===== config.mk =====
export PLATFORM = sky130hd
export DESIGN_NAME = adc_seq_ctrl
export DESIGN_NICKNAME = d
export VERILOG_FILES = /design/src/rtl/adc_seq_pkg.sv /design/src/rtl/adc_ctrl_regs.sv /design/src/rtl/adc_seq_fsm.sv /design/src/rtl/adc_result_bank.sv /design/src/rtl/adc_seq_ctrl.sv
export SDC_FILE = /design/constraint.sdc
export NUM_CORES = 1
export LEC_CHECK = 0
export ABC_AREA = 0
export BUFFER_PORTS_ARGS = -buffer_cell sky130_fd_sc_hd__buf_2
export CAP_MARGIN = 20
export CORE_ASPECT_RATIO = 1.75
export CORE_MARGIN = 5
export CORE_UTILIZATION = 45
export CTS_CLUSTER_DIAMETER = 60
export DETAILED_ROUTE_END_ITERATION = 8
export HOLD_SLACK_MARGIN = 0.15
export MAX_ROUTING_LAYER = met4
export SETUP_SLACK_MARGIN = 0.3
export SYNTH_ARGS = -nofsm -noshare
export SYNTH_HDL_FRONTEND = slang
export SYNTH_SLANG_ARGS = --single-unit

===== constraint.sdc =====
create_clock -name clk -period 3.23 [get_ports clk]
set_input_delay 0.323 -clock clk [delete_from_list [all_inputs] [get_ports clk]]
set_output_delay 0.323 -clock clk [all_outputs]
set_load 0.01 [all_outputs]

===== src/rtl/adc_seq_pkg.sv =====
package adc_seq_pkg;

   typedef enum logic [1:0] {
      MODE_SINGLE = 2'b00,
      MODE_CONT   = 2'b01,
      MODE_ONCE   = 2'b10,
      MODE_RSVD   = 2'b11
   } scan_mode_e;

   typedef enum logic {
      SEQ_IDLE = 1'b0,
      SEQ_CONV = 1'b1
   } seq_state_e;

   localparam int unsigned CTL_W         = 9;
   localparam int unsigned CTL_START_BIT = 0;
   localparam int unsigned CTL_FAST_BIT  = 1;
   localparam int unsigned CTL_MODE_LSB  = 2;
   localparam int unsigned CTL_CH_LSB    = 4;
   localparam int unsigned CTL_IE_BIT    = 8;
   localparam int unsigned CTL_CH_MAX_W  = 4;

endpackage


===== src/rtl/adc_ctrl_regs.sv =====
module adc_ctrl_regs
   import adc_seq_pkg::*;
#(
   parameter int unsigned CH_W = 4
) (
   input  logic             clk,
   input  logic             rst_n,
   input  logic             wr_en,
   input  logic             wr_sel,
   input  logic [CTL_W-1:0] wr_data,
   input  logic             auto_clr_i,
   input  logic             round_done_i,
   output logic             start_o,
   output logic             fast_o,
   output scan_mode_e       mode_o,
   output logic [CH_W-1:0]  ch_o,
   output logic             ie_o,
   output logic             flag_o,
   output logic             irq_o
);

   initial begin
      assert (CH_W >= 1 && CH_W <= CTL_CH_MAX_W)
         else $error("adc_ctrl_regs: CH_W must lie in 1..%0d", CTL_CH_MAX_W);
   end

   logic       ctl_wr;
   logic       clr_wr;
   logic       start_q;
   logic       fast_q;
   scan_mode_e mode_q;
   logic [CH_W-1:0] ch_q;
   logic       ie_q;
   logic       flag_q;

   assign ctl_wr = wr_en && !wr_sel;
   assign clr_wr = wr_en && wr_sel && wr_data[0];

   // start bit: software write has priority over hardware self-clear
   always_ff @(posedge clk or negedge rst_n) begin
      if (!rst_n) begin
         start_q <= 1'b0;
      end else if (ctl_wr) begin
         start_q <= wr_data[CTL_START_BIT];
      end else if (auto_clr_i) begin
         start_q <= 1'b0;
      end
   end

   // configuration fields accept writes only while stopped
   always_ff @(posedge clk or negedge rst_n) begin
      if (!rst_n) begin
         fast_q <= 1'b0;
         mode_q <= MODE_SINGLE;
         ch_q   <= '0;
         ie_q   <= 1'b0;
      end else if (ctl_wr && !start_q) begin
         fast_q <= wr_data[CTL_FAST_BIT];
         mode_q <= scan_mode_e'(wr_data[CTL_MODE_LSB +: 2]);
         ch_q   <= wr_data[CTL_CH_LSB +: CH_W];
         ie_q   <= wr_data[CTL_IE_BIT];
      end
   end

   // sticky end flag, set wins over clear
   always_ff @(posedge clk or negedge rst_n) begin
      if (!rst_n) begin
         flag_q <= 1'b0;
      end else if (round_done_i) begin
         flag_q <= 1'b1;
      end else if (clr_wr) begin
         flag_q <= 1'b0;
      end
   end

   assign start_o = start_q;
   assign fast_o  = fast_q;
   assign mode_o  = mode_q;
   assign ch_o    = ch_q;
   assign ie_o    = ie_q;
   assign flag_o  = flag_q;
   assign irq_o   = flag_q && ie_q;


   flag_clear_only_chk: assert property (@(posedge clk) disable iff (!rst_n)
      $fell(flag_q) |-> $past(clr_wr));


   cfg_frozen_chk: assert property (@(posedge clk) disable iff (!rst_n)
      (start_q && $past(start_q)) |->
         ($stable(mode_q) && $stable(ch_q) && $stable(fast_q) && $stable(ie_q)));

endmodule


===== src/rtl/adc_seq_fsm.sv =====
module adc_seq_fsm
   import adc_seq_pkg::*;
#(
   parameter int unsigned CH_W        = 4,
   parameter int unsigned SLOW_STATES = 266,
   parameter int unsigned FAST_STATES = 134
) (
   input  logic            clk,
   input  logic            rst_n,
   input  logic            start_i,
   input  logic            fast_i,
   input  scan_mode_e      mode_i,
   input  logic [CH_W-1:0] ch_field_i,
   output logic            conv_req_o,
   output logic [CH_W-1:0] conv_ch_o,
   output logic            cap_en_o,
   output logic            round_done_o,
   output logic            auto_clr_o
);

   localparam int unsigned CNT_W = $clog2(SLOW_STATES);

   initial begin
      assert (FAST_STATES >= 2)
         else $error("adc_seq_fsm: FAST_STATES must be at least 2");
      assert (SLOW_STATES >= FAST_STATES)
         else $error("adc_seq_fsm: SLOW_STATES must not be below FAST_STATES");
   end

   seq_state_e      state_q;
   logic [CNT_W-1:0] cnt_q;
   logic [CH_W-1:0]  cur_ch_q;

   logic [CNT_W-1:0] len_m1;
   logic             scan_mode;
   logic             last_hit;
   logic             cnt_end;
   logic             cap_en;
   logic             round_done;

   assign len_m1     = fast_i ? CNT_W'(FAST_STATES - 1) : CNT_W'(SLOW_STATES - 1);
   assign scan_mode  = (mode_i == MODE_CONT) || (mode_i == MODE_ONCE);
   assign last_hit   = (cur_ch_q == ch_field_i);
   assign cnt_end    = (state_q == SEQ_CONV) && (cnt_q == len_m1);
   assign cap_en     = cnt_end && start_i;
   assign round_done = cap_en && last_hit;

   always_ff @(posedge clk or negedge rst_n) begin
      if (!rst_n) begin
         state_q  <= SEQ_IDLE;
         cnt_q    <= '0;
         cur_ch_q <= '0;
      end else begin
         unique case (state_q)
            SEQ_IDLE: begin
               cnt_q <= '0;
               if (start_i) begin
                  state_q  <= SEQ_CONV;
                  cur_ch_q <= scan_mode ? '0 : ch_field_i;
               end
            end
            SEQ_CONV: begin
               if (!start_i) begin
                  state_q <= SEQ_IDLE;
                  cnt_q   <= '0;
               end else if (cnt_end) begin
                  cnt_q <= '0;
                  if (!last_hit) begin
                     cur_ch_q <= cur_ch_q + CH_W'(1);
                  end else if (mode_i == MODE_CONT) begin
                     cur_ch_q <= '0;
                  end else begin
                     state_q <= SEQ_IDLE;
                  end
               end else begin
                  cnt_q <= cnt_q + CNT_W'(1);
               end
            end
            default: state_q <= SEQ_IDLE;
         endcase
      end
   end

   assign conv_req_o   = (state_q == SEQ_CONV) && (cnt_q == '0);
   assign conv_ch_o    = cur_ch_q;
   assign cap_en_o     = cap_en;
   assign round_done_o = round_done;
   assign auto_clr_o   = round_done && (mode_i != MODE_CONT);


   cnt_bound_chk: assert property (@(posedge clk) disable iff (!rst_n)
      (state_q == SEQ_CONV) |-> (cnt_q <= len_m1));


   req_single_cycle_chk: assert property (@(posedge clk) disable iff (!rst_n)
      conv_req_o |=> !conv_req_o);


   ch_in_range_chk: assert property (@(posedge clk) disable iff (!rst_n)
      (state_q == SEQ_CONV) |-> (cur_ch_q <= ch_field_i));

endmodule


===== src/rtl/adc_result_bank.sv =====
module adc_result_bank #(
   parameter int unsigned CH_W   = 4,
   parameter int unsigned DATA_W = 10,
   parameter bit          RD_REG = 1'b0
) (
   input  logic              clk,
   input  logic              rst_n,
   input  logic              wr_en,
   input  logic [CH_W-1:0]   wr_ch,
   input  logic [DATA_W-1:0] wr_data,
   input  logic [CH_W-1:0]   rd_ch,
   output logic [DATA_W-1:0] rd_data
);

   localparam int unsigned NUM_CH = 1 << CH_W;

   initial begin
      assert (DATA_W >= 1)
         else $error("adc_result_bank: DATA_W must be positive");
   end

   logic [NUM_CH*DATA_W-1:0] flat;
   logic [DATA_W-1:0]        rd_sel;

   for (genvar i = 0; i < NUM_CH; i++) begin : g_ch
      logic [DATA_W-1:0] q;
      always_ff @(posedge clk or negedge rst_n) begin
         if (!rst_n) begin
            q <= '0;
         end else if (wr_en && (wr_ch == CH_W'(i))) begin
            q <= wr_data;
         end
      end
      assign flat[i*DATA_W +: DATA_W] = q;
   end

   assign rd_sel = flat[rd_ch*DATA_W +: DATA_W];

   if (RD_REG) begin : g_rd_reg
      logic [DATA_W-1:0] rd_q;
      always_ff @(posedge clk or negedge rst_n) begin
         if (!rst_n) begin
            rd_q <= '0;
         end else begin
            rd_q <= rd_sel;
         end
      end
      assign rd_data = rd_q;
   end else begin : g_rd_comb
      assign rd_data = rd_sel;
   end

endmodule


===== src/rtl/adc_seq_ctrl.sv =====
module adc_seq_ctrl
   import adc_seq_pkg::*;
#(
   parameter int unsigned CH_W        = 4,
   parameter int unsigned DATA_W      = 10,
   parameter int unsigned SLOW_STATES = 266,
   parameter int unsigned FAST_STATES = 134,
   parameter bit          RD_REG      = 1'b0
) (
   input  logic              clk,
   input  logic              rst_n,
   input  logic              wr_en,
   input  logic              wr_sel,
   input  logic [8:0]        wr_data,
   input  logic [CH_W-1:0]   rd_ch,
   output logic [DATA_W-1:0] rd_data,
   output logic              start_o,
   output logic              fast_o,
   output logic [1:0]        mode_o,
   output logic [CH_W-1:0]   ch_o,
   output logic              ie_o,
   output logic              end_flag_o,
   output logic              irq_o,
   output logic              conv_req_o,
   output logic [CH_W-1:0]   conv_ch_o,
   input  logic [DATA_W-1:0] adc_result_i
);

   scan_mode_e mode_w;
   logic       cap_en;
   logic       round_done;
   logic       auto_clr;
   logic       ctl_wr;

   assign ctl_wr = wr_en && !wr_sel;
   assign mode_o = mode_w;

   adc_ctrl_regs #(
      .CH_W (CH_W)
   ) regs_i (
      .clk          (clk),
      .rst_n        (rst_n),
      .wr_en        (wr_en),
      .wr_sel       (wr_sel),
      .wr_data      (wr_data),
      .auto_clr_i   (auto_clr),
      .round_done_i (round_done),
      .start_o      (start_o),
      .fast_o       (fast_o),
      .mode_o       (mode_w),
      .ch_o         (ch_o),
      .ie_o         (ie_o),
      .flag_o       (end_flag_o),
      .irq_o        (irq_o)
   );

   adc_seq_fsm #(
      .CH_W        (CH_W),
      .SLOW_STATES (SLOW_STATES),
      .FAST_STATES (FAST_STATES)
   ) fsm_i (
      .clk          (clk),
      .rst_n        (rst_n),
      .start_i      (start_o),
      .fast_i       (fast_o),
      .mode_i       (mode_w),
      .ch_field_i   (ch_o),
      .conv_req_o   (conv_req_o),
      .conv_ch_o    (conv_ch_o),
      .cap_en_o     (cap_en),
      .round_done_o (round_done),
      .auto_clr_o   (auto_clr)
   );

   adc_result_bank #(
      .CH_W   (CH_W),
      .DATA_W (DATA_W),
      .RD_REG (RD_REG)
   ) bank_i (
      .clk     (clk),
      .rst_n   (rst_n),
      .wr_en   (cap_en),
      .wr_ch   (conv_ch_o),
      .wr_data (adc_result_i),
      .rd_ch   (rd_ch),
      .rd_data (rd_data)
   );


   single_selfclear_chk: assert property (@(posedge clk) disable iff (!rst_n)
      (round_done && (mode_w != MODE_CONT) && !ctl_wr) |=> !start_o);


   cont_keeps_start_chk: assert property (@(posedge clk) disable iff (!rst_n)
      (round_done && (mode_w == MODE_CONT) && !ctl_wr) |=> start_o);


   flag_set_chk: assert property (@(posedge clk) disable iff (!rst_n)
      round_done |=> end_flag_o);


   abort_idle_chk: assert property (@(posedge clk) disable iff (!rst_n)
      !start_o |=> !conv_req_o);

endmodule


# Word-level counts from Yosys, hierarchy flattened
# Cells that the tools add are included.
# totals
ff_bits	184
latchBits	0
mem_bits_rw	0
rom_bits	0
inputBits	27
output_inout_bits	26
word_cells	109
n_memories	0
# op_classes
n_addsub	2
mul	1
n_div	0
n_lt_le_gt_ge	0
n_eq_ne	24
n_shift	1
muxes	21
bitwise	1
n_reduce_logical	34
# ops
operator	count
$shiftx 160x9->10	1
$eq 4x4->1 const B	8
$mux 9	3
$logic_and 1x1->1	26
$mux 4	6
$pmux 9 s2	1
$eq 4x3->1 const B	4
$add 9x1->9 const B	1
$eq 9x9->1	1
$logic_not 9->1	1
$mux 1	9
$eq 4x2->1 const B	2
$pmux 4 s2	1
$mul 4x3->7 const B	1
$ne 2x2->1 const B	3
$add 4x1->4 const B	1
$eq 4x1->1 const B	1
$eq 4x4->1	1
$logic_not 4->1	1
$reduce_and 4->1	1
$reduce_bool 2->1	2
$ne 3x3->1 const B	1
$eq 2x1->1 const B	1
$eq 2x2->1 const B	1
5 further kinds	6

# Longest topological paths before layout
# depth
word_depth	8
mapped_depth	8
ltp_nobuf	7

# Cells and area by module
# From an unflattened synthesis, not the netlist that was laid out.
# unflattened
hier_cells	563
hier_area_um2	8648.3
# modules_own_cells
module	instances	cells_per_inst	area_each_um2	seq_area_each_um2
adc_result_bank	1	446	7334.5	4003.8
adc_seq_fsm	1	92	909.6	350.3
adc_ctrl_regs	1	25	404.1	250.2

# Worst setup path after synthesis
# No wires, ideal clock.
# synth_timing
path_type	flip-flop to flip-flop
from	register fsm_i.cnt_q[2]
to	register bank_i.g_ch[11].q[0]
setup_ps	125
arrival_time_ps	1985
t_required_ps	3105
path_slack_ps	1120
path_stages_with_launch	8
n_path_buf	2
period_less_slack_ps	2110
cell_sequence	dfrtp_1 buf_6 nor4b_4 o211ai_4 or3_1 buf_6 nor2_8 mux2_4
# synth_via
elab_chain_cells	4
# synth_rtl
item	line	rtl
start, declared	adc_seq_fsm.sv:31	logic [CNT_W-1:0] cnt_q;
start signal, assigned	adc_seq_fsm.sv:76	cnt_q <= cnt_q + CNT_W'(1);
$eq 9x9->1	adc_seq_fsm.sv:44	assign cnt_end = (state_q == SEQ_CONV) && (cnt_q == len_m1);
$logic_and 1x1->1	adc_seq_fsm.sv:44	
$logic_and 1x1->1	adc_seq_fsm.sv:45	assign cap_en = cnt_end && start_i;
$logic_and 1x1->1	adc_result_bank.sv:30	end else if (wr_en && (wr_ch == CH_W'(i))) begin
end signal, assigned	adc_result_bank.sv:31	q <= wr_data;
end, declared	adc_result_bank.sv:26	logic [DATA_W-1:0] q;
# No other way between the ends.
# A chain may end at the register's enable or synchronous reset.

# Worst setup path in the final report
# layout_timing
from	register fsm_i.cnt_q[2]
to	register bank_i.g_ch[10].q[2]
# layout_via
elab_chain_cells	4
# layout_rtl
item	line
$eq 9x9->1	adc_seq_fsm.sv:44
$logic_and 1x1->1	adc_seq_fsm.sv:44
$logic_and 1x1->1	adc_seq_fsm.sv:45
$logic_and 1x1->1	adc_result_bank.sv:30
end signal, assigned	adc_result_bank.sv:31
end, declared	adc_result_bank.sv:26
# No other way between the ends.

==> results_dict.tcl <==
set metrics [dict create \
    postSynthAreaPerCell_um2 16.30 \
    initial_core_util_pct 45.77 \
    finalHoldViolations 0 \
    power.density_nw_per_um2 517.7 \
    switchingPower_mw 1.301 \
    synth_top_area_share_pct 52.40 \
    max_freq_ghz 0.4018 \
    synthCells 539 \
    critical_path_required_ns 3.54 \
    pwr-share-clk_pct 41.1 \
    cts.htree.levels 4 \
    coreArea_um2 19200 \
    finalCritPeriodShare_pct 77.06 \
    p_int_mw 3.911 \
    wl_um 20070 \
    grt_pass1_vias 5490 \
    swShare_pct 24.96 \
    numCtsBuffers 17 \
    gp_congestion 0.8419 \
    ys_warn_count 0 \
    clock_latency_ns 0.43 \
    synth_edf_count 0 \
    ant_nets 0 \
    die_h_um 194.9 \
    clockRootBuffer "clkbuf_16" \
    path_max_fanout 10 \
    netlist_area_um2 8787 \
    ys_ff_latch 184 \
    via_per_inst 5.636 \
    holdCritStartpoint "wr_en" \
    final_layout_size_suffix_gt1_share_pct 54.12 \
    final_common_cell "dfrtp_1" \
    p_comb_share_pct 10.8 \
    finalSetupTns_ns 0 \
    min_path_cells 3 \
    post_cts.repair.setup_buffers 0 \
    die_width_um 115.6 \
    min_period_ns 2.489 \
    dieArea_um2 22530 \
    ios 53 \
    start_kind "flop" \
    fin_skew_ns 0.007978 \
    globalRouteOverflowTotal 0 \
    synth-seq-area-share_pct 52.40 \
    pwr-share-seq_pct 48.1 \
    synth.distinct_cells 44 \
    synth_area_leaders "dfrtp_1 (52%), mux2_2 (16%), mux4_2 (13%)" \
    num_vias 4858 \
    ctsResizeCount 0 \
    hold_end "regs_i.flag_o" \
    port-buffer-count 52 \
    crit_family "simple AND/OR/NAND/NOR gates" \
    cts_buffer_depth 2 \
    dp_hpwl_um 13180 \
    layout.cells.most_common_list "dfrtp_1 (184), mux2_2 (128), buf_2 (51), mux4_2 (50), mux2_4 (40)" \
    dominantRegCellSynth "dfrtp_1" \
    final_nets 642 \
    cts_tree "done" \
    drv_cap 0 \
    holdWs_ns 0.2393 \
    reg2reg_slack_ns 0.74 \
    grt_pass1_wl_um 32050 \
    num_rows 67 \
    async_flop_share_pct 100.0 \
    path_buf_inv 0 \
    grt_max_degree 88 \
    cp.arrival_ns 2.80 \
    synth_largest_area_cell "dfrtp_1" \
    hold_class "in -> reg" \
    worst_path_largest_cell_delay_ns 0.62 \
    area_growth_pct 14.55 \
    clk_pin_slew_ns 0.06 \
    drt-pass1-iter-count 4 \
    run_status "completed" \
    slew_headroom_pct 43.83 \
    clkSinkCount 184 \
    antenna_found_initial 2 \
    wl_per_cell_um 23.28 \
    peakVddDrop_mv 0.3763 \
    report.final.slew_viol_count 0 \
    setup_viol 0 \
    grt_use_total_pct 19.55 \
    slowest_stage "or3_1" \
    drc_errors 0 \
    ff2ff_path_depth 5 \
    leakagePower_nw 4.867 \
    worst_slew_pin_slew_ns 0.8426 \
    drtIter0Drc 176 \
    timing.rr.end "bank_i.g_ch[10].q[2]" \
    path_class "reg -> reg" \
    crit_chain "nor4b_4, o211ai_4, or3_1, nor2_8, mux2_2" \
    fin_util_pct 52.43 \
    p_total_mw 5.211 \
    synthesis.nets 574 \
    critPathCaptureType "flop" \
    r2r_start "fsm_i.cnt_q[2]" \
    rsz0062_at_grt "no" \
]
## synthesized netlist by cell type, types with 3 or more instances
master	number
nand2_1	9
mux2_2	128
dfrtp_1	184
mux2i_1	3
nand3_1	7
mux2_4	40
mux4_2	50
buf_2	7
xor2_1	6
xnor2_1	5
or4_1	3
inv_1	7
and2_1	3
nand4_1	3
nor2_8	4
nor2_2	8
nor2_1	11
clkbuf_1	16
ha_1	8
buf_6	5
## registers in the layout, summed over array words and instances, names as in the netlist
name / flops
bank_i.g_ch.q: 160
fsm_i.cnt_q: 9
fsm_i.conv_ch_o: 4
regs_i.ch_o: 4
regs_i.mode_o: 2
fsm_i.state_q: 1
regs_i.fast_o: 1
regs_i.flag_o: 1
regs_i.ie_o: 1
regs_i.start_o: 1
## area by class of cell
cell class                 count  area [um2]
fill                        1567        9131
sequential                   184        4604
multi-input combinational    318        3996
clock buffer                  26       529.3
timing repair buffer          79       519.2
tap                          241       301.5
clock inverter                 5       83.83
inverter                       7       26.28
antenna                        2       5.005
## metrics by stage
step	area [um2]	instances	worst slack, ns
global placement	9348	819	0.7754
finish	10070	862	0.7410
floorplan	8787	539	1.120
detailed placement	9348	819	0.7348
global route	10070	862	0.6346
CTS	10060	860	0.7251
## worst max path at each step
stage | cells past startpoint | end | from
2_1_floorplan | 7 | bank_i.g_ch[11].q[0] | fsm_i.cnt_q[2]
3_3_place_gp | 6 | bank_i.g_ch[14].q[0] | fsm_i.cnt_q[2]
3_5_place_dp | 5 | bank_i.g_ch[8].q[4] | fsm_i.cnt_q[2]
4_1_cts | 5 | bank_i.g_ch[9].q[7] | fsm_i.cnt_q[2]
5_1_grt | 7 | bank_i.g_ch[10].q[2] | fsm_i.cnt_q[1]
6_report | 5 | bank_i.g_ch[10].q[2] | fsm_i.cnt_q[2]
## power groups by stage
| stage | logic (mW) | registers [mW] | clock network, mW |
|---|---|---|---|
| finish | 0.564 | 2.51 | 2.14 |
| detailed placement | 0.561 | 2.55 | 0 |
| floorplan | 0.362 | 2.51 | 0 |
| global placement | 0.557 | 2.55 | 0 |
| CTS | 0.574 | 2.51 | 2.19 |
| global route | 0.620 | 2.52 | 2.29 |
## metal layers
metal / up-vias / part of all wire, % / track usage [%]
met2: 94 / 54 / 33.29
met3: 27 / 3.4 / 3.765
li1: 2141 / - / -
met1: 2596 / 41 / 23.44
met4: 0 / 2.1 / 5.806
met5: - / 0 / -
## repair_timing
| action | CTS | global route |
|---|---|---|
| endpoints found under the setup margin | 0 | 0 |
| hold endpoints to repair | 93 | 0 |
| hold buffers | 10 | 0 |
## cells by family (layout without fill, tap and decap cells)
kind of cell / Yosys count / count (layout) / share of synthesized area [%]
other cells: 0 / 2 / 0
mux: 221 / 221 / 36.39
xor+xnor: 11 / 11 / 1.096
flops: 184 / 184 / 52.40
simple gates: 65 / 65 / 5.525
compound gates: 13 / 13 / 1.324
fa+ha+maj: 8 / 8 / 1.139
buf+inv: 37 / 117 / 2.122
## tightest hold or removal path, cell delays in order
cell     delay (ns)
buf_2          0.10
nand3_1        0.07
a22o_1         0.13
No activity file was read; power rests on OpenSTA's default activity.
